==> src/rtl/jir_pkg.sv <==
package jir_pkg;
  typedef struct packed {
    logic path_bscan;
    logic path_bypass;
    logic pin_drive;
    logic sys_rst;
  } jir_ctl_t;

  localparam jir_ctl_t CTL_BYPASS = '{path_bscan: 1'b0, path_bypass: 1'b1,
                                      pin_drive: 1'b0, sys_rst: 1'b0};
endpackage

==> src/rtl/jir_decode.sv <==
module jir_decode
  import jir_pkg::*;
#(
  parameter int IR_W = 5,
  parameter int NAUX = 4,
  parameter logic [IR_W-1:0] OP_EXTEST   = 5'b00000,
  parameter logic [IR_W-1:0] OP_SAMPLE   = 5'b00010,
  parameter logic [IR_W-1:0] OP_CLAMP    = 5'b01100,
  parameter logic [IR_W-1:0] OP_BYPASS   = 5'b11111,
  parameter logic [IR_W-1:0] OP_AUX_BASE = 5'b10000
) (
  input  logic [IR_W-1:0] opcode,
  output jir_ctl_t        ctl,
  output logic [NAUX-1:0] aux_hit
);
  // one comparator per auxiliary controller, contiguous opcodes
  for (genvar g = 0; g < NAUX; g++) begin : g_aux
    localparam logic [IR_W-1:0] AUX_OP = OP_AUX_BASE + IR_W'(g);
    assign aux_hit[g] = (opcode == AUX_OP);
  end

  always_comb begin
    ctl = CTL_BYPASS;
    if (|aux_hit) begin
      ctl = '0;
    end else if (opcode == OP_EXTEST) begin
      ctl = '{path_bscan: 1'b1, path_bypass: 1'b0, pin_drive: 1'b1, sys_rst: 1'b1};
    end else if (opcode == OP_SAMPLE) begin
      ctl = '{path_bscan: 1'b1, path_bypass: 1'b0, pin_drive: 1'b0, sys_rst: 1'b0};
    end else if (opcode == OP_CLAMP) begin
      ctl = '{path_bscan: 1'b0, path_bypass: 1'b1, pin_drive: 1'b1, sys_rst: 1'b1};
    end else if (opcode == OP_BYPASS) begin
      ctl = CTL_BYPASS;
    end
  end
endmodule

==> src/rtl/jir_ir_shift.sv <==
module jir_ir_shift #(
  parameter int IR_W = 5,
  parameter logic [IR_W-1:0] CAP_PAT = 5'b00001
) (
  input  logic            clk,
  input  logic            rst,
  input  logic            tlr,
  input  logic            capture,
  input  logic            shift,
  input  logic            tdi,
  output logic [IR_W-1:0] sr
);
  always_ff @(posedge clk) begin
    if (rst || tlr) begin
      sr <= CAP_PAT;
    end else if (capture) begin
      sr <= CAP_PAT;
    end else if (shift) begin
      sr <= {tdi, sr[IR_W-1:1]};
    end
  end

  AST_CAPTURE_PAT: assert property (@(posedge clk) disable iff (rst)
    (capture && !tlr) |=> (sr == CAP_PAT));
  AST_SHIFT_IN: assert property (@(posedge clk) disable iff (rst)
    (shift && !capture && !tlr) |=> (sr[IR_W-1] == $past(tdi)));
  AST_SHIFT_MOVE: assert property (@(posedge clk) disable iff (rst)
    (shift && !capture && !tlr) |=> (sr[IR_W-2:0] == $past(sr[IR_W-1:1])));
endmodule

==> src/rtl/jir_ir_hold.sv <==
module jir_ir_hold
  import jir_pkg::*;
#(
  parameter int IR_W = 5,
  parameter int NAUX = 4,
  parameter logic [IR_W-1:0] OP_EXTEST   = 5'b00000,
  parameter logic [IR_W-1:0] OP_SAMPLE   = 5'b00010,
  parameter logic [IR_W-1:0] OP_CLAMP    = 5'b01100,
  parameter logic [IR_W-1:0] OP_BYPASS   = 5'b11111,
  parameter logic [IR_W-1:0] OP_AUX_BASE = 5'b10000
) (
  input  logic            clk,
  input  logic            rst,
  input  logic            tlr,
  input  logic            update,
  input  logic [IR_W-1:0] sr,
  output logic [IR_W-1:0] act_q,
  output jir_ctl_t        ctl_q,
  output logic [NAUX-1:0] aux_q
);
  jir_ctl_t        ctl_d;
  logic [NAUX-1:0] aux_d;

  // decode the shift stage so outputs are registered with the opcode
  jir_decode #(
    .IR_W(IR_W), .NAUX(NAUX), .OP_EXTEST(OP_EXTEST), .OP_SAMPLE(OP_SAMPLE),
    .OP_CLAMP(OP_CLAMP), .OP_BYPASS(OP_BYPASS), .OP_AUX_BASE(OP_AUX_BASE)
  ) u_dec (
    .opcode (sr),
    .ctl    (ctl_d),
    .aux_hit(aux_d)
  );

  always_ff @(posedge clk) begin
    if (rst || tlr) begin
      act_q <= OP_BYPASS;
      ctl_q <= CTL_BYPASS;
      aux_q <= '0;
    end else if (update) begin
      act_q <= sr;
      ctl_q <= ctl_d;
      aux_q <= aux_d;
    end
  end

  AST_TLR_BYPASS: assert property (@(posedge clk) disable iff (rst)
    tlr |=> (act_q == OP_BYPASS && ctl_q.path_bypass && aux_q == '0));
  AST_ACT_HOLD: assert property (@(posedge clk) disable iff (rst)
    (!update && !tlr) |=> ($stable(act_q) && $stable(ctl_q) && $stable(aux_q)));
  AST_AUX_ONEHOT: assert property (@(posedge clk) disable iff (rst)
    $onehot0(aux_q));
  AST_AUX_NO_PATH: assert property (@(posedge clk) disable iff (rst)
    (aux_q != '0) |-> (!ctl_q.path_bscan && !ctl_q.path_bypass));
  AST_PATH_EXCL: assert property (@(posedge clk) disable iff (rst)
    !(ctl_q.path_bscan && ctl_q.path_bypass));
  AST_RST_DRIVES: assert property (@(posedge clk) disable iff (rst)
    ctl_q.sys_rst |-> ctl_q.pin_drive);
endmodule

==> src/rtl/jir_bypass.sv <==
module jir_bypass (
  input  logic clk,
  input  logic rst,
  input  logic tlr,
  input  logic en,
  input  logic capture,
  input  logic shift,
  input  logic tdi,
  output logic q
);
  always_ff @(posedge clk) begin
    if (rst || tlr) begin
      q <= 1'b0;
    end else if (en && capture) begin
      q <= 1'b0;
    end else if (en && shift) begin
      q <= tdi;
    end
  end

  AST_BYP_CAPTURE: assert property (@(posedge clk) disable iff (rst)
    (en && capture) |=> !q);
  AST_BYP_HOLD: assert property (@(posedge clk) disable iff (rst)
    (!en && !tlr) |=> $stable(q));
endmodule

==> src/rtl/jtag_ir_decoder.sv <==
module jtag_ir_decoder
  import jir_pkg::*;
#(
  parameter int IR_W = 5,
  parameter int NAUX = 4,
  parameter logic [IR_W-1:0] CAP_PAT     = 5'b00001,
  parameter logic [IR_W-1:0] OP_EXTEST   = 5'b00000,
  parameter logic [IR_W-1:0] OP_SAMPLE   = 5'b00010,
  parameter logic [IR_W-1:0] OP_CLAMP    = 5'b01100,
  parameter logic [IR_W-1:0] OP_BYPASS   = 5'b11111,
  parameter logic [IR_W-1:0] OP_AUX_BASE = 5'b10000
) (
  input  logic            clk,
  input  logic            rst,
  input  logic            tlr,
  input  logic            capture_ir,
  input  logic            shift_ir,
  input  logic            update_ir,
  input  logic            capture_dr,
  input  logic            shift_dr,
  input  logic            tdi,
  output logic            ir_tdo,
  output logic            byp_tdo,
  output logic [IR_W-1:0] active_ir,
  output logic            sel_bscan,
  output logic            sel_bypass,
  output logic            bscan_drive,
  output logic            sys_rst_req,
  output logic [NAUX-1:0] aux_sel
);
  logic [IR_W-1:0] sr;
  jir_ctl_t        ctl;

  jir_ir_shift #(.IR_W(IR_W), .CAP_PAT(CAP_PAT)) u_shift (
    .clk(clk), .rst(rst), .tlr(tlr), .capture(capture_ir),
    .shift(shift_ir), .tdi(tdi), .sr(sr)
  );

  jir_ir_hold #(
    .IR_W(IR_W), .NAUX(NAUX), .OP_EXTEST(OP_EXTEST), .OP_SAMPLE(OP_SAMPLE),
    .OP_CLAMP(OP_CLAMP), .OP_BYPASS(OP_BYPASS), .OP_AUX_BASE(OP_AUX_BASE)
  ) u_hold (
    .clk(clk), .rst(rst), .tlr(tlr), .update(update_ir), .sr(sr),
    .act_q(active_ir), .ctl_q(ctl), .aux_q(aux_sel)
  );

  jir_bypass u_byp (
    .clk(clk), .rst(rst), .tlr(tlr), .en(ctl.path_bypass),
    .capture(capture_dr), .shift(shift_dr), .tdi(tdi), .q(byp_tdo)
  );

  assign ir_tdo      = sr[0];
  assign sel_bscan   = ctl.path_bscan;
  assign sel_bypass  = ctl.path_bypass;
  assign bscan_drive = ctl.pin_drive;
  assign sys_rst_req = ctl.sys_rst;
endmodule

==> config.mk <==
export PLATFORM = sky130hd
export DESIGN_NAME = jtag_ir_decoder
export DESIGN_NICKNAME = d
export VERILOG_FILES = /design/src/rtl/jir_pkg.sv /design/src/rtl/jir_decode.sv /design/src/rtl/jir_ir_shift.sv /design/src/rtl/jir_ir_hold.sv /design/src/rtl/jir_bypass.sv /design/src/rtl/jtag_ir_decoder.sv
export SDC_FILE = /design/constraint.sdc
export NUM_CORES = 1
export LEC_CHECK = 0
export ABC_AREA = 1
export CAP_MARGIN = 30
export CORE_MARGIN = 5
export CORE_UTILIZATION = 59
export DETAILED_ROUTE_END_ITERATION = 16
export DONT_BUFFER_PORTS = 1
export PLACE_DENSITY = 0.86
export SLEW_MARGIN = 5
export SYNTH_ARGS = -nofsm -noshare
export SYNTH_HDL_FRONTEND = slang
export SYNTH_HIERARCHICAL = 1
export SYNTH_SLANG_ARGS = --single-unit
==> constraint.sdc <==
create_clock -name clk -period 1.2 [get_ports clk]
set_clock_uncertainty 0.05 [all_clocks]
set_input_delay 0.18 -clock clk [delete_from_list [all_inputs] [get_ports clk]]
set_output_delay 0.18 -clock clk [all_outputs]
set_load 0.03 [all_outputs]
# == After elaboration in Yosys (flattened, before gate mapping) ==
# Cells that the tools add are included.
# totals
reg_bits,19
in_bits,9
out_inout_bits,15
word_cells,25
# classes
eq_ne,6
n_mux,4
reduce_logical,7
# op_table
op,count
== test 5 bit (second input constant),4
two-way mux 4 bit,3
== test 5 x 2 -> 1 bit (second input constant),1
== test 5 x 4 -> 1 bit (second input constant),1
logical NOT 5 bit,1
OR reduction 2 bit,2
OR reduction 4 bit,1
logical AND 1 bit,2
two-way mux 2 bit,1
logical OR 1 bit,1

# == Logic depth before layout (Yosys ltp) ==
# Gate-level depths: netlist of the first run.
# depth
ltp_word,5
depth_mapped,9
depth_no_buf,8

# == Cells and area by module ==
# The synthesis of the first run kept the hierarchy.
# by_module_without_submodules
mod,n_inst,cells_per_inst,area_each_um2,seq_area_each_um2
jir_ir_hold,1,71,513.0,260.2
jir_ir_shift,1,37,229.0,100.1
jir_decode,1,22,100.1,0.0
jir_bypass,1,8,57.6,20.0

# == Least setup slack after synthesis of the first run ==
# Ideal clock, no wire load.
# synth_path
path_type,reg-to-reg
startpoint,reg u_shift.sr[0]
endpoint,reg u_hold/ctl_q[1] (netlist bit)
setup_time_ns,0.114
arrival_ns,1.106
required_time_ns,1.036
setup_slack_ns,-0.070
path_stages_with_launch,9
n_path_buf,1
period_less_slack_ns,1.270
cell_sequence,dfxtp_1 > inv_1 > nand3b_1 > nor2_1 > buf_4 > inv_1 > nand2_1 > nand2_1 > nor2_1
# synth_rtl
item,line,text
"start, declared",jir_ir_shift.sv:11,output logic [IR_W-1:0] sr
"start signal, assigned",jir_ir_shift.sv:19,"sr <= {tdi, sr[IR_W-1:1]};"
"end signal, assigned",jir_ir_hold.sv:41,ctl_q <= ctl_d;
"end, declared",jir_ir_hold.sv:18,"output jir_ctl_t ctl_q,"

# == Worst setup path in the final report of the first run ==
# layout_path
startpoint,reg u_hold/ctl_q[2] (netlist bit)
endpoint,out sel_bypass
# layout_rtl
item,line,text
"end, declared",jtag_ir_decoder.sv:26,"output logic sel_bypass,"
# No word-level cell between the ends.

==> results of run 1 <==
-- report_power, final --
part / switching [mW] / leakage [nW] / internal [mW]
logic: 0.0579 / 0.294 / 0.0470
clock network: 0.190 / 0.0150 / 0.129
registers: 0.0440 / 0.156 / 0.649
-- repair_timing --
item | in CTS | in global routing
hold buffers | 6 | 1
setup buffers | 0 | 0
gates resized for setup | 0 | 5
hold endpoints to repair | 15 | 14
setup endpoints to repair | 0 | 3
-- cell type report --
cell class / count / area share (%)
Sequential cell: 19 / 38.4
Inverter: 23 / 8.57
Tap cell: 16 / 1.99
Multi-Input combinational cell: 91 / 39.3
Clock buffer: 4 / 2.61
Timing Repair Buffer: 10 / 9.19
-- layer usage --
layer	share of wire, %	wire length [um]
met4	1.2	23
met1	39	723
met2	53	976
met3	6.5	120
met5	0	0
-- flip-flops by register name, indices dropped and copies added, names as in the netlist --
register	count
u_shift/sr	5
u_hold/aux_q	4
u_hold/ctl_q	4
u_byp/q	1
u_hold/act_q	5
-- cell usage after synthesis --
library cell   n
a21oi_2        1
buf_2          2
buf_4          1
buf_6          2
dfxtp_1       19
inv_1         23
nand2_1       42
nand2_2        1
nand3_1        6
nand3_2        1
nand3b_1       1
nor2_1        28
nor2_2         5
nor2_4         1
nor3_1         3
o21ai_0        2
-- stage by stage --
step | setup WS, ns | hold WS [ns] | instance area (um^2) | power, mW
2_1_floorplan | 0.0878 | 0.265 | 901 | 0.790
3_3_place_gp | 0.160 | 0.261 | 903 | 0.785
3_5_place_dp | 0.132 | 0.263 | 903 | 0.788
4_1_cts | 0.0467 | -0.0499 | 990 | 1.12
5_1_grt | 0.0157 | -0.0443 | 1010 | 1.17
6_report | 0.105 | -0.0400 | 1010 | 1.12
-- kinds of logic after synthesis --
logic type / Yosys count / share of synthesized area [%]
AO/OA/AOI/OAI: 3 / 2.09
buffers and inverters: 28 / 14.0
flip-flops: 19 / 42.3
AND/OR/NAND/NOR: 88 / 41.6
-- worst max-delay path by stage --
stage                          from         endpoint  slack (ns)  cells after the start
detailed placement    u_shift/sr[4]  u_hold/aux_q[3]        0.13                      6
CTS                 u_hold/ctl_q[2]       sel_bypass        0.05                      1
global route          u_shift/sr[1]  u_hold/ctl_q[1]        0.02                      7
global placement      u_shift/sr[4]  u_hold/aux_q[3]        0.16                      6
finish              u_hold/ctl_q[2]       sel_bypass        0.11                      1
floorplan             u_shift/sr[0]  u_hold/ctl_q[1]        0.09                      8
==> impl_metrics.py, run 1 <==
metrics = {
    "logic_synthesis": {
        "synth_cell_types": 16,
        "synthesis.nets": 147,
        "synthCells": 138,
        "synth_top_area_share_pct": 42.3,
        "synth-seq-cells": 19,
        "synthTopCellsByArea": "dfxtp_1, nand2_1, nor2_1",
        "seq_area_frac_synth_pct": 42.3,
        "syn_area_per_cell_um2": 6.52,
        "syn_area_um2": 900,
        "synth_top_area_cell": "dfxtp_1",
        "yosysWarnings": 6,
    },
    "pwr": {
        "p_leak_nw": 0.465,
        "worst_ir_drop_vdd_uv": 824,
        "powerDensity_nw_per_um2": 1110,
    },
    "floorplanning": {
        "core_um2": 1470,
        "die_w_um": 49.1,
        "rows": 14,
        "die_h_um": 49.1,
        "ioPinCount": 24,
        "initial_core_util_pct": 61.1,
        "die_area_um2": 2410,
    },
    "sta": {
        "hold_viol": 12,
        "hold_ws_ns": -0.0400,
        "rsz0062_at_grt": "no",
        "setup_violations": 0,
        "slew_headroom_pct": 77.2,
        "fin_crit_sh_pct": 91.3,
        "slew_viol_final": 0,
        "fmax_ghz": 0.913,
        "fin_crit_ns": 1.10,
        "max_slew.worst_pin.slew_ns": 0.341,
        "tns_ns": 0,
    },
    "detailed_routing": {
        "ant_nets": 0,
        "vias_per_cell": 4.89,
        "drtPass1Iterations": 6,
        "drc_errors": 0,
        "via_count": 797,
        "routed_wl_um": 1840,
        "wl_per_cell_um": 11.3,
        "drt_iter0_drc": 17,
    },
    "critical_path": {
        "max_stage_delay_ns": 0.39,
        "criticalPathCategory": "flip-flop to output port",
        "arrival_ns": 0.86,
        "required_ns": 0.97,
        "r2r_slack_ns": 0.16,
        "critPathLaunchType": "flip-flop",
        "r2r_cells": 6,
        "critPathMaxFanout": 5,
        "rr_startpoint": "u_shift/sr[1]",
        "path_buf_inv": 1,
        "cpMaxStageDelayCell": "dfxtp_2",
        "r2r_end": "u_hold/aux_q[3]",
        "end_kind": "output port",
        "cp_top_family": "flip-flops",
        "cp_cell_sequence": "buf_4",
    },
    "finish": {
        "antenna_cells": 0,
        "seqCellArea_um2": 387,
        "drive_above_1_share_pct": 14.3,
        "final_common_cell": "nand2_1",
        "fillers": 135,
        "layout.cells.non_filler": 163,
        "multi_input_area_um2": 395,
        "nets": 157,
        "areaGrowthSynthToFinish_pct": 12.0,
        "fin_util_pct": 68.5,
        "most-common-layout-cells": "nand2_1, nor2_1, inv_1, dfxtp_1, dlygate4sd3_1",
    },
    "global_routing": {
        "grt_util_met1_pct": 15.2,
        "grtUsageMet2_pct": 26.5,
        "gr-total-overflow": 0,
        "grt_max_degree": 22,
        "grt_pass1_wl_um": 2840,
        "grt_busiest_layer": "met2",
        "first_global_vias": 718,
        "grt_usage_pct": 15.0,
        "use_met3_pct": 4.89,
        "antenna_found_initial": 0,
    },
    "outcome": {
        "violations": "negative hold slack",
        "status": "finished, violations left",
    },
    "clocking": {
        "clkTransAtPathRegs_ns": 0.10,
        "htreeDepth": 1,
        "cts_buffers": 3,
        "clk_latency_ns": 0.29,
        "clk_path_buf_depth": 2,
        "tritoncts": "done",
        "clock-root-buffer": "clkbuf_4",
        "cts.sinks": 19,
    },
    "place": {
        "dp.cells": 152,
        "place_hpwl_um": 1240,
        "port-buffer-count": 0,
        "place_congestion": 0.767,
    },
    "min_path": {
        "hold_end": "u_hold/act_q[0]",
        "min_path_type": "input pin to flip-flop",
        "worst_hold_path.num_cells": 2,
        "worstHoldStart": "update_ir",
    },
    "run": {
        "drv_cap": 0,
    },
}
Power figures use the tool's default switching activity.
==> run 2, diff against run 1 <==
Settings changed: PLACE_DENSITY 0.86 to 0.75.
==> run 2 against run 1 <==
The flow still finishes with violations (negative hold slack). Sequential power is essentially flat. Cell count shrank 0.61%. First-iteration DRC count shrank 18%. Non-clock buffer count shrank 1. Sequential share of layout area grew 0.14 points. Clock-buffer cell count shrank 1. Die area is the same.
==> impl_metrics.py, run 2 (same netlist as run 1, synthesis figures left out) <==
metrics = {
    "outcome": {
        "status": "finished, violations left",
        "violations": "negative hold slack",
    },
    "critical_path": {
        "cp_cell_sequence": "buf_4",
        "criticalPathCategory": "flip-flop to output port",
        "critPathLaunchType": "flip-flop",
        "end_kind": "output port",
        "critPathMaxFanout": 4,
        "cpMaxStageDelayCell": "dfxtp_2",
        "arrival_ns": 0.87,
        "required_ns": 0.97,
        "cp_top_family": "flip-flops",
        "max_stage_delay_ns": 0.38,
        "path_buf_inv": 1,
    },
    "finish": {
        "nets": 156,
        "areaGrowthSynthToFinish_pct": 11.5,
        "fillers": 132,
        "most-common-layout-cells": "nand2_1, nor2_1, inv_1, dfxtp_1, dlygate4sd3_1",
        "antenna_cells": 0,
        "finalInstanceArea_um2": 1000,
        "layout.cells.non_filler": 162,
        "final_common_cell": "nand2_1",
        "largestRegisters": "u_hold/act_q x5, u_shift/sr x5",
        "drive_above_1_share_pct": 14.4,
    },
    "sta": {
        "rsz0062_at_grt": "no",
        "slew_viol_final": 0,
        "tns_ns": 0,
        "fin_crit_ns": 1.10,
        "hold_viol": 13,
        "max_slew.worst_pin.slew_ns": 0.343,
        "fin_crit_sh_pct": 91.3,
        "setup_violations": 0,
        "fmax_ghz": 0.913,
        "slew_headroom_pct": 77.1,
        "hold_ws_ns": -0.0453,
    },
    "detailed_routing": {
        "drc_errors": 0,
        "vias_per_cell": 4.87,
        "drt_iter0_drc": 14,
        "ant_nets": 0,
        "via_count": 789,
        "routed_wl_um": 1760,
        "wl_per_cell_um": 10.9,
        "drtPass1Iterations": 4,
    },
    "pwr": {
        "powerDensity_nw_per_um2": 1110,
        "p_int_uw": 819,
        "p_comb_share_pct": 9.0,
        "worst_ir_drop_vdd_uv": 621,
        "p_sw_uw": 296,
        "clkPwrFrac_pct": 28.8,
        "switching_share_pct": 26.5,
        "p_leak_nw": 0.462,
        "seq_power_share_pct": 62.3,
    },
    "place": {
        "placed_cell_area_um2": 896,
        "dp.cells": 151,
        "port-buffer-count": 0,
        "place_congestion": 0.762,
        "place_hpwl_um": 1160,
    },
    "clocking": {
        "clock-root-buffer": "clkbuf_4",
        "clk_latency_ns": 0.30,
        "cts.sinks": 19,
        "post_cts_buffers": 0,
        "clkTransAtPathRegs_ns": 0.11,
        "clk_path_buf_depth": 2,
        "htreeDepth": 1,
        "cts_buffers": 3,
        "tritoncts": "done",
    },
    "floorplanning": {
        "initial_core_util_pct": 61.1,
        "core_um2": 1470,
        "die_area_um2": 2410,
        "ioPinCount": 24,
        "die_w_um": 49.1,
        "rows": 14,
        "die_h_um": 49.1,
    },
    "global_routing": {
        "gr-total-overflow": 0,
        "grt_pass1_wl_um": 2990,
        "antenna_found_initial": 0,
        "first_global_vias": 718,
        "grt_usage_pct": 15.6,
        "grt_max_degree": 22,
    },
    "run": {
        "drv_cap": 0,
    },
    "min_path": {
        "min_path_type": "input pin to flip-flop",
    },
}
==> run 2: cell types whose count changed in the layout (fill, tap and decap cells not counted), sizes merged <==
cell,change
clkinv,+1
buf,-1
clkbuf,-1
==> run 2: what timing repair did <==
action / in CTS / in global routing
gates resized for setup: 0 / 5
endpoints found under the setup margin: 0 / 3
hold endpoints to repair: 16 / 14
hold buffers: 6 / 1
==> run 2: area by class of cell <==
| cell class | count | area, um^2 | area share [%] |
|---|---|---|---|
| clock inverters | 1 | 5.00 | 0.499 |
| inverters | 23 | 86.3 | 8.60 |
| multi-input cells | 91 | 398 | 39.7 |
| clock buffers | 3 | 22.5 | 2.24 |
| flip-flops and latches | 19 | 387 | 38.5 |
| repair buffers | 9 | 85.1 | 8.48 |
| well taps | 16 | 20.0 | 2.00 |
==> run 2: path summary, 6_finish.rpt <==
| kind | start | to | slack, ns | cells after the start |
|---|---|---|---|---|
| max | u_shift/sr[0] | ir_tdo | 0.10 | 1 |
| min | update_ir | u_hold/act_q[0] | -0.05 | 2 |
| max reg2reg | u_shift/sr[3] | u_hold/ctl_q[0] | 0.14 | 8 |
| min reg2reg | u_hold/ctl_q[2] | u_hold/ctl_q[2] | 0.47 | 2 |
==> run 2: per-stage QoR <==
stage	hold slack [ns]	power, mW	setup WS (ns)	utilization, %
floorplan	0.265	0.790	0.0878	-
global placement	0.262	0.784	0.131	60.9
detailed placement	0.262	0.786	0.0910	60.9
CTS	-0.0590	1.13	0.0322	66.8
global route	-0.0602	1.19	0.0304	68.2
finish	-0.0453	1.12	0.104	68.2
==> run 2: power groups by stage <==
| stage | combinational (mW) | clock (mW) | sequential, mW |
|---|---|---|---|
| 2_1_floorplan | 0.0796 | 0 | 0.710 |
| 6_report | 0.100 | 0.321 | 0.694 |
| 3_5_place_dp | 0.0764 | 0 | 0.709 |
| 3_3_place_gp | 0.0755 | 0 | 0.709 |
| 5_1_grt | 0.114 | 0.377 | 0.698 |
| 4_1_cts | 0.0964 | 0.342 | 0.695 |
==> run 2: layer usage <==
| metal | vias up | GRT usage (%) | share of wire [%] |
|---|---|---|---|
| li1 | 421 | - | - |
| met1 | 339 | 17.8 | 43 |
| met2 | 27 | 26.1 | 48 |
| met3 | 2 | 5.50 | 8.0 |
| met4 | 0 | 6.73 | 0.74 |
| met5 | - | 0 | 0 |
